==> src/rtl/ladder_pkg.sv <==
package ladder_pkg;

  typedef enum logic [1:0] {
    ST_IDLE  = 2'd0,
    ST_ISSUE = 2'd1,
    ST_WAIT  = 2'd2,
    ST_FIN   = 2'd3
  } lad_state_e;

  // Merged swap control: two neighbouring conditional swaps collapse to one
  // exchange exactly when their control bits differ.
  function automatic logic merge_swap(input logic cur_bit, input logic nxt_bit);
    return cur_bit ^ nxt_bit;
  endfunction

endpackage

==> src/rtl/ladder_keyreg.sv <==
module ladder_keyreg #(
  parameter int KEY_W = 128
) (
  input  logic             clk,
  input  logic             rst_n,
  input  logic             load,
  input  logic [KEY_W-1:0] scalar,
  input  logic             shift,
  output logic             bit_cur,
  output logic             bit_nxt
);

  logic [KEY_W-1:0] key_sh;

  // Zeros shift in from below, so after bit 0 the "next" bit reads 0.
  always_ff @(posedge clk or negedge rst_n) begin
    if (!rst_n)     key_sh <= '0;
    else if (load)  key_sh <= scalar;
    else if (shift) key_sh <= {key_sh[KEY_W-2:0], 1'b0};
  end

  assign bit_cur = key_sh[KEY_W-1];
  assign bit_nxt = key_sh[KEY_W-2];

endmodule

==> src/rtl/ladder_role.sv <==
module ladder_role
  import ladder_pkg::*;
(
  input  logic clk,
  input  logic rst_n,
  input  logic load,
  input  logic load_top,
  input  logic advance,
  input  logic bit_cur,
  input  logic bit_nxt,
  output logic role,
  output logic swap_ev
);

  assign swap_ev = advance & merge_swap(bit_cur, bit_nxt);

  // The pointer is the only thing that moves; the point data stays in place.
  always_ff @(posedge clk or negedge rst_n) begin
    if (!rst_n)       role <= 1'b0;
    else if (load)    role <= merge_swap(1'b0, load_top);
    else if (swap_ev) role <= ~role;
  end

endmodule

==> src/rtl/ladder_fsm.sv <==
module ladder_fsm
  import ladder_pkg::*;
#(
  parameter int KEY_W = 128,
  localparam int IDX_W = $clog2(KEY_W)
) (
  input  logic             clk,
  input  logic             rst_n,
  input  logic             start,
  input  logic             op_done,
  output logic [IDX_W-1:0] step_idx,
  output logic             load,
  output logic             advance,
  output logic             op_start,
  output logic             busy,
  output logic             done
);

  localparam logic [IDX_W-1:0] IDX_TOP = IDX_W'(KEY_W - 1);

  lad_state_e state, state_nx;
  logic       last_step;

  assign last_step = (step_idx == '0);
  assign load      = (state == ST_IDLE) && start;
  assign advance   = (state == ST_WAIT) && op_done;
  assign op_start  = (state == ST_ISSUE);
  assign busy      = (state != ST_IDLE);
  assign done      = (state == ST_FIN);

  always_comb begin
    state_nx = state;
    unique case (state)
      ST_IDLE:  if (start) state_nx = ST_ISSUE;
      ST_ISSUE: state_nx = ST_WAIT;
      ST_WAIT:  if (op_done) state_nx = last_step ? ST_FIN : ST_ISSUE;
      ST_FIN:   state_nx = ST_IDLE;
      default:  state_nx = ST_IDLE;
    endcase
  end

  always_ff @(posedge clk or negedge rst_n) begin
    if (!rst_n) begin
      state    <= ST_IDLE;
      step_idx <= '0;
    end else begin
      state <= state_nx;
      if (load)                       step_idx <= IDX_TOP;
      else if (advance && !last_step) step_idx <= step_idx - IDX_W'(1);
    end
  end

  AST_OPSTART_PULSE: assert property (@(posedge clk) disable iff (!rst_n)
    op_start |=> !op_start);
  AST_IDX_DESCEND: assert property (@(posedge clk) disable iff (!rst_n)
    (advance && !last_step) |=> (step_idx == $past(step_idx) - IDX_W'(1)));
  AST_WAIT_HOLDS: assert property (@(posedge clk) disable iff (!rst_n)
    (state == ST_WAIT && !op_done) |=> (state == ST_WAIT));
  AST_DONE_PULSE: assert property (@(posedge clk) disable iff (!rst_n)
    done |=> (!done && !busy));
  AST_START_IGNORED: assert property (@(posedge clk) disable iff (!rst_n)
    (busy && start && !op_done) |=> $stable(step_idx));

endmodule

==> src/rtl/ladder_seq.sv <==
module ladder_seq
  import ladder_pkg::*;
#(
  parameter int KEY_W = 128,
  localparam int IDX_W = $clog2(KEY_W)
) (
  input  logic             clk,
  input  logic             rst_n,
  input  logic             start,
  input  logic [KEY_W-1:0] scalar,
  output logic             busy,
  output logic             done,
  output logic             op_start,
  input  logic             op_done,
  output logic             role_sel,
  output logic [IDX_W-1:0] step_idx
);

  logic load_ev;
  logic advance_ev;
  logic key_cur;
  logic key_nxt;
  logic swap_ev;

  ladder_fsm #(.KEY_W(KEY_W)) u_fsm (
    .clk      (clk),
    .rst_n    (rst_n),
    .start    (start),
    .op_done  (op_done),
    .step_idx (step_idx),
    .load     (load_ev),
    .advance  (advance_ev),
    .op_start (op_start),
    .busy     (busy),
    .done     (done)
  );

  ladder_keyreg #(.KEY_W(KEY_W)) u_key (
    .clk     (clk),
    .rst_n   (rst_n),
    .load    (load_ev),
    .scalar  (scalar),
    .shift   (advance_ev),
    .bit_cur (key_cur),
    .bit_nxt (key_nxt)
  );

  ladder_role u_role (
    .clk      (clk),
    .rst_n    (rst_n),
    .load     (load_ev),
    .load_top (scalar[KEY_W-1]),
    .advance  (advance_ev),
    .bit_cur  (key_cur),
    .bit_nxt  (key_nxt),
    .role     (role_sel),
    .swap_ev  (swap_ev)
  );

  AST_ROLE_TRACKS_KEY: assert property (@(posedge clk) disable iff (!rst_n)
    op_start |-> (role_sel == key_cur));
  AST_ROLE_HOLD: assert property (@(posedge clk) disable iff (!rst_n)
    (!load_ev && !advance_ev) |=> $stable(role_sel));
  AST_ROLE_RESTORED: assert property (@(posedge clk) disable iff (!rst_n)
    done |-> !role_sel);
  AST_NO_SWAP_IDLE: assert property (@(posedge clk) disable iff (!rst_n)
    !busy |-> !swap_ev);

endmodule

==> config.mk <==
export PLATFORM = sky130hd
export DESIGN_NAME = ladder_seq
export DESIGN_NICKNAME = d
export VERILOG_FILES = /design/src/rtl/ladder_pkg.sv /design/src/rtl/ladder_keyreg.sv /design/src/rtl/ladder_role.sv /design/src/rtl/ladder_fsm.sv /design/src/rtl/ladder_seq.sv
export SDC_FILE = /design/constraint.sdc
export NUM_CORES = 1
export LEC_CHECK = 0
export BUFFER_PORTS_ARGS = -buffer_cell sky130_fd_sc_hd__buf_2
export CORE_UTILIZATION = 52
export DETAILED_ROUTE_END_ITERATION = 10
export PLACE_DENSITY = 0.77
export SETUP_SLACK_MARGIN = 0.05
export SYNTH_ARGS = -nofsm -noshare
export SYNTH_HDL_FRONTEND = slang
export SYNTH_SLANG_ARGS = --single-unit
==> constraint.sdc <==
create_clock -name clk -period 2 [get_ports clk]
set_clock_uncertainty 0.15 [all_clocks]
set_input_delay 0.2 -clock clk [delete_from_list [all_inputs] [get_ports clk]]
set_output_delay 0.2 -clock clk [all_outputs]
set_load 0.01 [all_outputs]
======== Yosys cells after proc, flatten, opt, wreduce, memory -nomap -nowiden ========
Cells that the tools add are included.
storage, ports and cells
  output and inout port bits .............. 11
  logic and storage cells ................. 34
  bits of input ports ..................... 132
  register bits ........................... 138
cells by class
  muxes and demuxes ....................... 10
  reduce and logical (&&, ||, !) cells .... 11
  $add $sub $neg .......................... 1
  bitwise gates (word level) .............. 3
  equality and inequality tests ........... 5
operators with widths
  cell                 count
  $mux 128             2
  $mux 7               2
  $pmux 2 s4           1
  $reduce_bool 2->1    4
  $logic_not 7->1      1
  $sub 7x1->7 const B  1
  $mux 2               3
  $eq 2x2->1 const B   2
  $ne 2x2->1 const B   2
  $logic_and 1x1->1    3
  $eq 2x1->1 const B   1
  $logic_not 2->1      1
  $mux 1               2
  $reduce_and 2->1     1
  $and 1x1->1          1
  $logic_not 1->1      1
  $not 1->1            1
  $xor 1x1->1          1

======== Depth between registers and ports, before layout ========
Gate-level depths: netlist of run 1.
  depth after elaboration ................. 5
  mapped depth ............................ 7
  depth with buffers taken out ............ 5

======== Modules after synthesis ========
A second synthesis of run 1 with hierarchy kept.
unflattened totals
  cell total of the unflattened synthesis .. 611
  area, all modules ....................... 6531.3 sq um
by module, submodules not included
  module         instances  sequential area each (sq um)  area each (sq um)  cells each
  ladder_keyreg  1          3203.1                        5954.5             554
  ladder_fsm     1          225.2                         505.5              49
  ladder_role    1          25.0                          71.3               8

======== Worst setup path after synthesis of run 1 ========
OpenSTA, ideal clock, no wires.
  path kind ............................... reg-to-reg
  from .................................... reg u_fsm.step_idx[0]
  to ...................................... reg u_fsm.step_idx[5]
  clock period less this slack ............ 1842 ps
  arrival time ............................ 1562 ps
  stages on the path, launching flop included .. 6
  setup time .............................. 130 ps
  path buffers ............................ 0
  slack ................................... 158 ps
  required time ........................... 1720 ps
  path through ............................ dfrtp_1 > inv_1 > ha_1 > or4b_2 > a41oi_1 > o21ai_0
between the ends
  longest elaborated chain between the ends .. 4
  elaborated cells on any way between the ends .. 7
  classes of those cells .................. 1 x add/sub; 2 x mux; 4 x reduce/logical
ends and longest elaborated chain
  element                                              RTL line          RTL
  start: declaration                                   ladder_fsm.sv:11  output logic [IDX_W-1:0] step_idx,
  start signal: assignment                             ladder_fsm.sv:49  else if (advance && !last_step) step_idx <= step_idx - IDX_W'(1);
  branches (longest 4 deep; another with $sub 7x1->7)  n/a
Parallel ways; which one is timed is not known. The select of a mux whose other input is x is not followed.
A chain may end at the register's enable or synchronous reset.

======== Worst setup path in the final report of run 1 ========
  from .................................... reg u_fsm.step_idx[1]
  to ...................................... reg u_fsm.step_idx[5]
The elaborated chain is that of the path after synthesis.

==> results of run 1 <==
-- layer usage --
metal / GRT usage (%) / wire length, um
met5: 0 / 0
met4: 16.53 / 669
met3: 7.490 / 1123
met2: 51.43 / 9480
met1: 37.84 / 7253
-- layout make-up --
class,count,area share [%]
repair buffers,286,25.20
multi-input cells,430,27.23
clock inverters,6,0.6451
flip-flops and latches,138,38.70
inverters,4,0.1683
well taps,143,2.005
clock buffers,26,6.044
-- synthesized netlist by cell type, drive strengths merged --
cell type,instances,area (um2)
a21oi,1,5.000
and4,1,8.760
a41oi,1,8.760
and2,1,6.260
dfrtp,138,3453
a2111oi,1,8.760
nand2,129,484.2
a31oi,2,12.51
a21o,1,7.510
or4,2,18.77
nor2,6,22.52
nor3b,1,12.51
nand3,126,630.6
o22ai,1,6.260
a22oi,125,938.4
nand3b,1,7.510
o21ai,8,40.03
nor3,3,15.01
ha,2,25.02
o211ai,1,7.510
xnor2,1,8.760
or4b,1,10.01
nand2b,1,6.260
or3,2,12.51
or3b,1,8.760
inv,4,15.01
or2,1,6.260
mux2i,4,40.04
nand4b,1,8.760
nor2b,3,18.77
and3b,1,8.760
buf,46,221.5
clkbuf,13,48.80
nor4,1,6.260
-- worst max-delay path by stage --
stage | depth (start not counted) | slack, ns | endpoint
floorplan | 5 | 0.16 | u_fsm.step_idx[5]$_DFFE_PN0P_
CTS | 5 | 0.07 | u_fsm.step_idx[5]$_DFFE_PN0P_
global placement | 5 | 0.15 | u_fsm.step_idx[5]$_DFFE_PN0P_
finish | 5 | 0.07 | u_fsm.step_idx[5]$_DFFE_PN0P_
global route | 5 | 0.06 | u_fsm.step_idx[5]$_DFFE_PN0P_
detailed placement | 5 | 0.04 | u_fsm.step_idx[5]$_DFFE_PN0P_
-- critical path, cell delays in order (launching register included) --
cell     delay (ns)
dfrtp_1        0.41
inv_1          0.10
ha_2           0.20
or4b_2         0.62
a41oi_2        0.22
o21ai_1        0.09
-- cell families after synthesis --
logic type               Yosys count  share of synthesized area (%)
AO/OA/AOI/OAI                    141                          16.85
XOR/XNOR                           1                         0.1427
adder cells (fa/ha/maj)            2                         0.4075
buffers and inverters             63                          4.646
flip-flops                       138                          56.25
multiplexers                       4                         0.6522
AND/OR/NAND/NOR                  282                          21.05
-- metrics by stage --
step                utilization (%)  cell area (um2)  worst slack (ns)  total power (uW)  hold WS (ns)
finish                        77.81             8922           0.07040             11910        0.1313
global route                  77.81             8922           0.06100             12670        0.1671
CTS                           77.60             8899           0.06589             11790        0.1423
detailed placement            60.98             6993           0.03538              8416       0.01956
global placement              60.98             6993            0.1508              8133       0.02004
floorplan                         -             6140            0.1579              7322       -0.2456
-- power by group --
part	internal, uW	switching (uW)
Clock	1970	1150
Sequential	4110	816
Combinational	1630	2240
-- state kept, by name, summed over array words and instances, names as in the netlist --
name            count
u_fsm.state         2
u_role.role         1
u_key.key_sh      128
u_fsm.step_idx      7
-- what timing repair did --
item,4_1_cts,5_1_grt
buffers inserted,1,1
hold buffers,130,0
resized for setup,0,5
endpoints found under the setup margin,1,2
endpoints found under the hold margin,250,0
==> flow_metrics.py, run 1 <==
metrics = {
    "setup_path": {
        "timing.rr.end": "u_fsm.step_idx[5]$_DFFE_PN0P_",
        "reg2reg_depth": 5,
        "crit_type": "reg2reg",
        "cp-end-kind": "flop",
        "crit_required_ns": 2.13,
        "reg2reg_slack_ns": 0.07,
        "startpoint": "u_fsm.step_idx[1]$_DFFE_PN0P_",
        "rr_startpoint": "u_fsm.step_idx[1]$_DFFE_PN0P_",
        "cp_max_fo": 4,
        "worst-endpoint-arrival_ns": 2.06,
        "critPathLaunchType": "flop",
    },
    "floorplan": {
        "pin_count": 143,
        "dieArea_um2": 12250,
        "std_cell_rows": 39,
        "start_util_pct": 53.54,
        "core-area_um2": 11470,
        "die_w_um": 110.7,
        "dieHeight_um": 110.7,
    },
    "drt": {
        "drt-pass1-iter-count": 7,
        "wl_per_cell_um": 17.94,
        "viasPerCell": 5.905,
        "drtAntennaViolNets": 0,
        "first_iter_violations": 606,
        "dr_total_vias": 6100,
        "drc": 0,
        "drt_wl_total_um": 18530,
    },
    "finish": {
        "layout.cells.non_filler": 1033,
        "areaGrowthSynthToFinish_pct": 45.32,
        "fillers": 713,
        "diodes": 0,
        "drive_gt1_share_pct": 22.02,
        "multi_input_area_um2": 2430,
        "seqCellArea_um2": 3453,
        "final_cell_mix": "buf_2, dfrtp_1, dlygate4sd3_1, nand2_1, nand3_1",
        "final_common_cell": "buf_2",
        "nets": 1011,
    },
    "logic_synthesis": {
        "synth.cell_area_um2": 6140,
        "synthCells": 631,
        "syn_nets": 765,
        "yosys_warnings": 0,
        "synth.distinct_cells": 38,
        "avgSynthCellArea_um2": 9.730,
        "ys_seq_elements": 138,
        "seq_area_frac_synth_pct": 56.25,
    },
    "global_route": {
        "grt_start_max_net_pins": 68,
        "grt_first_pass_wirelength_um": 30220,
        "grt_pass1_vias": 6162,
        "antenna_found_initial": 0,
        "grt-ovfl-total": 0,
        "grt.total_usage_pct": 31.12,
    },
    "clocking": {
        "cts_buffers": 17,
        "h-tree-depth": 4,
        "cts.sinks": 138,
        "cts_tree": "yes",
        "clk_pin_slew_ns": 0.06,
        "cts_max_path_buffers": 2,
        "clock_latency_ns": 0.42,
        "root_buffer": "clkbuf_16",
    },
    "timing": {
        "rsz0062_at_grt": "no",
        "timing.fmax_mhz": 518.2,
        "relSlewSlack_pct": 64.85,
        "hold_viol": 0,
        "finalSetupViolCount": 0,
        "tightest_slew_ns": 0.5224,
        "finalCritPeriodShare_pct": 96.48,
        "tns_ns": 0,
        "slew_viol_final": 0,
        "period_minus_slack_ns": 1.930,
    },
    "placed_design": {
        "place_inst": 869,
        "dp_hpwl_um": 9195,
        "gp_congestion": 0.7780,
        "portBuffers": 142,
    },
    "hold_path": {
        "hold_path_class": "in2async",
    },
    "power_and_ir_drop": {
        "vdd_drop_max_uv": 1066,
        "p_leak_uw": 0.004368,
        "power_density_nw_per_um2": 1335,
    },
    "outcome": {
        "outcome": "complete, no violations",
    },
    "run": {
        "cap_violations": 0,
    },
}
Note: power is estimated with default switching activity, not from simulation.
==> run 2, diff against run 1 <==
--- a/config.mk
+++ b/config.mk
@@ -10,4 +10,5 @@
 export DETAILED_ROUTE_END_ITERATION = 10
 export PLACE_DENSITY = 0.77
+export REMOVE_ABC_BUFFERS = 1
 export SETUP_SLACK_MARGIN = 0.05
 export SYNTH_ARGS = -nofsm -noshare
==> constraint.sdc (replaced) <==
create_clock -name clk -period 2 [get_ports clk]
set_clock_uncertainty 0.15 [all_clocks]
set_input_delay 0.2 -clock clk [delete_from_list [all_inputs] [get_ports clk]]
set_output_delay 0.2 -clock clk [all_outputs]
set_load 0.02 [all_outputs]
==> run 2 against run 1 <==
Effect of this change:
- non-clock buffer count increased by 3
- core utilization up 0.15 points
- routed wire length fell by 2.4%
- critical path depth unchanged
- flip-flop and latch count did not move
- critical path type unchanged
- critical endpoint unchanged
- largest cell class unchanged
==> flow_metrics.py, run 2 (synthesized netlist as in run 1, its figures left out) <==
metrics = {
    "outcome": {
        "outcome": "complete, no violations",
    },
    "finish": {
        "utilization_pct": 77.96,
        "layout.cells.non_filler": 1035,
        "seqCellArea_um2": 3455,
        "multi_input_area_um2": 2440,
        "largest_reg_flops": 128,
        "design_area_um2": 8940,
        "diodes": 0,
        "regMostFlops": "u_key.key_sh",
        "final_cell_mix": "buf_2, dfrtp_1, dlygate4sd3_1, nand2_1, nand3_1",
        "nets": 1014,
        "largestRegisters": "u_key.key_sh: 128 flops, u_fsm.step_idx: 7 flops, u_fsm.state: 2 flops",
        "areaGrowthSynthToFinish_pct": 45.61,
        "drive_gt1_share_pct": 22.20,
        "final_common_cell": "buf_2",
        "fillers": 705,
    },
    "global_route": {
        "grt_start_max_net_pins": 79,
        "grt.total_usage_pct": 30.53,
        "grt-ovfl-total": 0,
        "grt_pass1_vias": 6172,
        "grt_first_pass_wirelength_um": 29670,
        "antenna_found_initial": 0,
    },
    "setup_path": {
        "critPathLaunchType": "flop",
        "cpPeakStageDelay_ns": 0.60,
        "worst-endpoint-arrival_ns": 2.03,
        "crit_chain": "inv_1, ha_4, or4b_2, a41oi_2, o21ai_0",
        "crit_buf_inv": 1,
        "crit_required_ns": 2.13,
        "cp_max_fo": 5,
        "critical-path-slowest-cell": "or4b_2",
        "crit_family": "simple AND/OR/NAND/NOR gates",
        "cp-end-kind": "flop",
        "crit_type": "reg2reg",
    },
    "floorplan": {
        "pin_count": 143,
        "dieArea_um2": 12250,
        "core-area_um2": 11470,
        "die_w_um": 110.7,
        "dieHeight_um": 110.7,
        "std_cell_rows": 39,
        "start_util_pct": 53.54,
    },
    "power_and_ir_drop": {
        "finalPower_uw": 11960,
        "vdd_drop_max_uv": 959.9,
        "p_leak_uw": 0.004371,
        "power_density_nw_per_um2": 1338,
    },
    "drt": {
        "drtAntennaViolNets": 0,
        "viasPerCell": 5.862,
        "drt-pass1-iter-count": 5,
        "drc": 0,
        "first_iter_violations": 537,
        "dr_total_vias": 6067,
        "wl_per_cell_um": 17.47,
        "drt_wl_total_um": 18080,
    },
    "timing": {
        "slew_viol_final": 0,
        "tns_ns": 0,
        "relSlewSlack_pct": 68.17,
        "rsz0062_at_grt": "no",
        "hold_viol": 0,
        "timing.fmax_mhz": 525.7,
        "tightest_slew_ns": 0.4732,
        "finalCritPeriodShare_pct": 95.11,
        "finalSetupViolCount": 0,
        "period_minus_slack_ns": 1.902,
    },
    "placed_design": {
        "gp_congestion": 0.7995,
        "place_inst": 871,
        "placed_cell_area_um2": 7008,
        "portBuffers": 142,
        "dp_hpwl_um": 9018,
    },
    "clocking": {
        "cts.sinks": 138,
        "root_buffer": "clkbuf_16",
        "cts_max_path_buffers": 2,
        "cts_tree": "yes",
        "clk_pin_slew_ns": 0.06,
        "cts_buffers": 17,
        "h-tree-depth": 4,
        "clock_latency_ns": 0.42,
    },
    "run": {
        "cap_violations": 0,
    },
    "hold_path": {
        "hold_path_class": "in2async",
    },
}
[run 2: cell types whose count changed in the layout (fill, tap and decap cells not counted)]
cell / previous run / this run
clkinv_2: 4 / 5
o21ai_0: 6 / 7
clkbuf_1: 1 / 2
buf_4: 4 / 7
ha_2: 1 / 0
ha_4: 0 / 1
bufinv_16: 1 / 2
dfrtp_2: 0 / 1
dfrtp_1: 138 / 137
clkbuf_8: 8 / 4
o21ai_1: 2 / 1
[run 2: cell type report]
cell class	instances	share of cell area, %
flip-flops and latches	138	38.64
clock inverters	8	1.036
multi-input cells	430	27.29
clock buffers	23	5.458
inverters	4	0.1679
well taps	143	2.001
repair buffers	289	25.40
[run 2: worst reg2reg max path: cells and delay by family (launching register included)]
kind	cells	cell delay, ns
AND/OR/NAND/NOR	1	0.60
flip-flops	1	0.44
AO/OA/AOI/OAI	2	0.30
adder cells (fa/ha/maj)	1	0.15
buffers and inverters	1	0.12
[run 2: layer usage]
metal  wire, um  vias to the layer above  track usage, %  share of wire (%)
li1           -                     2776               -                  -
met1       6957                     2950           36.07                 38
met2       9587                      285           52.92                 53
met3       1041                       56           7.162                5.8
met4        497                        0           13.69                2.7
met5          0                        -               0                  0
[run 2: report_power, final]
group | total (uW) | leakage, uW | internal [uW] | switching [uW]
Clock | 3100 | 0.000289 | 1950 | 1150
Combinational | 3920 | 0.00240 | 1670 | 2250
Sequential | 4940 | 0.00168 | 4110 | 830
[run 2: path summary, 6_finish.rpt]
path                                                 endpoint  slack, ns                          start  depth (start not counted)
max in group asynchronous        u_key.key_sh[10]$_DFFE_PN0P_       0.99                          rst_n                          3
worst min register to register  u_key.key_sh[117]$_DFFE_PN0P_       0.34  u_key.key_sh[116]$_DFFE_PN0P_                          2
worst max-delay path            u_fsm.step_idx[5]$_DFFE_PN0P_        0.1  u_fsm.step_idx[0]$_DFFE_PN0P_                          5
worst max register to register  u_fsm.step_idx[5]$_DFFE_PN0P_        0.1  u_fsm.step_idx[0]$_DFFE_PN0P_                          5
min in group clk                u_fsm.step_idx[3]$_DFFE_PN0P_       0.33                          start                          5
worst min-delay path            u_key.key_sh[102]$_DFFE_PN0P_       0.11                          rst_n                          2
[run 2: repair_timing]
action,CTS,global route
buffers inserted,0,3
setup endpoints to repair,0,3
hold endpoints to repair,268,0
resized for setup,0,6
hold buffers,130,0
[run 2: per-stage QoR]
stage               hold WS (ns)  setup WS [ns]
floorplan                -0.2456         -3.006
global placement        -0.01496         0.1486
detailed placement     -0.008377        0.08010
CTS                       0.1065        0.06496
global route              0.1374        0.04689
finish                    0.1115        0.09786
==> run 3, diff against run 2 <==
CELL_PAD_IN_SITES_DETAIL_PLACEMENT = 0   (was default)
CELL_PAD_IN_SITES_GLOBAL_PLACEMENT = 2   (was default)
CORE_UTILIZATION = 33   (was 52)
PLACE_DENSITY = 0.79   (was 0.77)
==> run 3 against run 2 <==
Effect of this change:
- first-iteration DRC count shrank 26%
- non-clock buffer count is 3 higher
- the run now ends with DRC left
- clock-buffer cell count is 1 higher
- combinational power down 2%
- worst hold slack about the same
==> flow_metrics.py, run 3 (synthesized netlist as in run 1, its figures left out) <==
metrics = {
    "outcome": {
        "outcome": "complete, but fails checks",
        "violations": "DRC",
    },
    "timing": {
        "tightest_slew_ns": 0.6477,
        "period_minus_slack_ns": 1.884,
        "fin_hold_ws_ns": 0.1119,
        "relSlewSlack_pct": 56.82,
        "rsz0062_at_grt": "no",
        "timing.fmax_mhz": 530.9,
        "hold_viol": 0,
        "worst_slack_ns": 0.1165,
        "finalCritPeriodShare_pct": 94.18,
        "slew_viol_final": 0,
        "finalSetupViolCount": 0,
    },
    "clocking": {
        "cts.sinks": 138,
        "clock_latency_ns": 0.42,
        "root_buffer": "clkbuf_16",
        "cts_tree": "yes",
        "h-tree-depth": 4,
        "cts_max_path_buffers": 2,
        "cts_buffers": 17,
        "clk_pin_slew_ns": 0.06,
    },
    "floorplan": {
        "dieHeight_um": 138.4,
        "std_cell_rows": 49,
        "start_util_pct": 33.95,
        "pin_count": 143,
        "core-area_um2": 18090,
        "dieArea_um2": 19150,
        "die_w_um": 138.4,
    },
    "drt": {
        "drt_wl_total_um": 17440,
        "first_iter_violations": 397,
        "dr_total_vias": 5831,
        "drtAntennaViolNets": 0,
        "wl_per_cell_um": 15.53,
        "drc": 19,
        "viasPerCell": 5.192,
        "drt-pass1-iter-count": 8,
    },
    "global_route": {
        "grt_pass1_vias": 5903,
        "grt_start_max_net_pins": 82,
        "grt.total_usage_pct": 18.96,
        "grt-ovfl-total": 0,
        "grt_first_pass_wirelength_um": 29210,
        "antenna_found_initial": 0,
    },
    "finish": {
        "largest_reg_flops": 128,
        "areaGrowthSynthToFinish_pct": 47.16,
        "final_common_cell": "buf_2",
        "nets": 1017,
        "final_cell_mix": "buf_2, dfrtp_1, dlygate4sd3_1, nand2_1, nand3_1",
        "diodes": 0,
        "drive_gt1_share_pct": 22.48,
        "multi_input_area_um2": 2425,
        "layout.cells.non_filler": 1123,
        "regMostFlops": "u_key.key_sh",
        "largestRegisters": "u_key.key_sh: 128 flops, u_fsm.step_idx: 7 flops, u_fsm.state: 2 flops",
        "fillers": 1681,
        "seqCellArea_um2": 3453,
    },
    "placed_design": {
        "post-place-ws_ns": 0.07032,
        "portBuffers": 142,
        "place_inst": 961,
        "gp_congestion": 0.7689,
        "dp_hpwl_um": 10240,
    },
    "hold_path": {
        "hold_path_class": "in2reg",
    },
    "power_and_ir_drop": {
        "pwr-share-seq_pct": 41.2,
        "power_switching_uw": 4097,
        "switching_share_pct": 34.92,
        "power_frac_comb_pct": 32.6,
        "vdd_drop_max_uv": 608.6,
        "power_density_nw_per_um2": 1299,
        "p_leak_uw": 0.004362,
        "p_int_uw": 7636,
        "clkPwrFrac_pct": 26.2,
    },
    "setup_path": {
        "critPathLaunchType": "flop",
        "cp_max_fo": 5,
        "worst-endpoint-arrival_ns": 2.01,
        "cp-end-kind": "flop",
        "crit_type": "reg2reg",
        "crit_required_ns": 2.13,
    },
    "run": {
        "cap_violations": 0,
    },
}
-- run 3: changes by cell type in the layout (fill, tap and decap cells not counted), moves of 2 or more --
cell	before	now
inv_2	0	2
clkbuf_8	4	6
clkinv_2	5	2
inv_1	4	2
clkinvlp_4	1	3
buf_4	7	11
-- run 3: per-stage QoR --
step                util [%]  TNS (ns)  area (um2)  power (uW)
floorplan                  -   -402.54        5869        7260
global placement       39.44         0        7133        8299
detailed placement     39.44         0        7133        8481
CTS                    49.81         0        9009       11810
global route           49.96         0        9035       12640
finish                 49.96         0        9035       11730
-- run 3: per-layer routing --
metal	GRT usage, %	wire [um]
met1	25.48	7917
met2	30.30	8510
met3	3.810	733
met4	7.037	274
met5	0	0
-- run 3: what timing repair did --
action                     CTS  global route
hold endpoints to repair   249             0
setup endpoints to repair    0             2
hold buffers               130             0
setup buffers                0             2
gates resized for setup      0             5
-- run 3: area by class of cell --
cell class,count,area share [%]
sequential,138,38.22
clock buffer,24,5.664
tap,229,3.171
inverter,4,0.1662
clock inverter,6,0.6924
timing repair buffer,292,25.25
multi-input combinational,430,26.84
-- run 3: worst paths after layout --
| path | start | end | slack [ns] | cells past startpoint |
|---|---|---|---|---|
| setup / recovery | u_fsm.step_idx[0]$_DFFE_PN0P_ | u_fsm.step_idx[5]$_DFFE_PN0P_ | 0.12 | 5 |
| hold / removal | start | u_fsm.state[0]$_DFFE_PN0P_ | 0.11 | 3 |
| setup reg to reg | u_fsm.step_idx[0]$_DFFE_PN0P_ | u_fsm.step_idx[5]$_DFFE_PN0P_ | 0.12 | 5 |
| hold reg to reg | u_key.key_sh[72]$_DFFE_PN0P_ | u_key.key_sh[73]$_DFFE_PN0P_ | 0.34 | 2 |
| max in group asynchronous | rst_n | u_key.key_sh[88]$_DFFE_PN0P_ | 0.93 | 3 |
| min in group asynchronous | rst_n | u_key.key_sh[45]$_DFFE_PN0P_ | 0.12 | 2 |
-- run 3: critical path: stages (launching register included) --
cell and delay [ns]:
dfrtp_1 0.43, inv_2 0.09, ha_2 0.20, or4b_2 0.60, a41oi_2 0.19, o21ai_0 0.10
-- run 3: power by group through the flow --
stage	clock, uW	sequential, uW	combinational, uW
after floorplan	0	4710	2550
after CTS	3150	4830	3840
after detailed placement	0	4850	3630
after global placement	0	4820	3480
after global routing	3280	4980	4380
final	3070	4830	3830
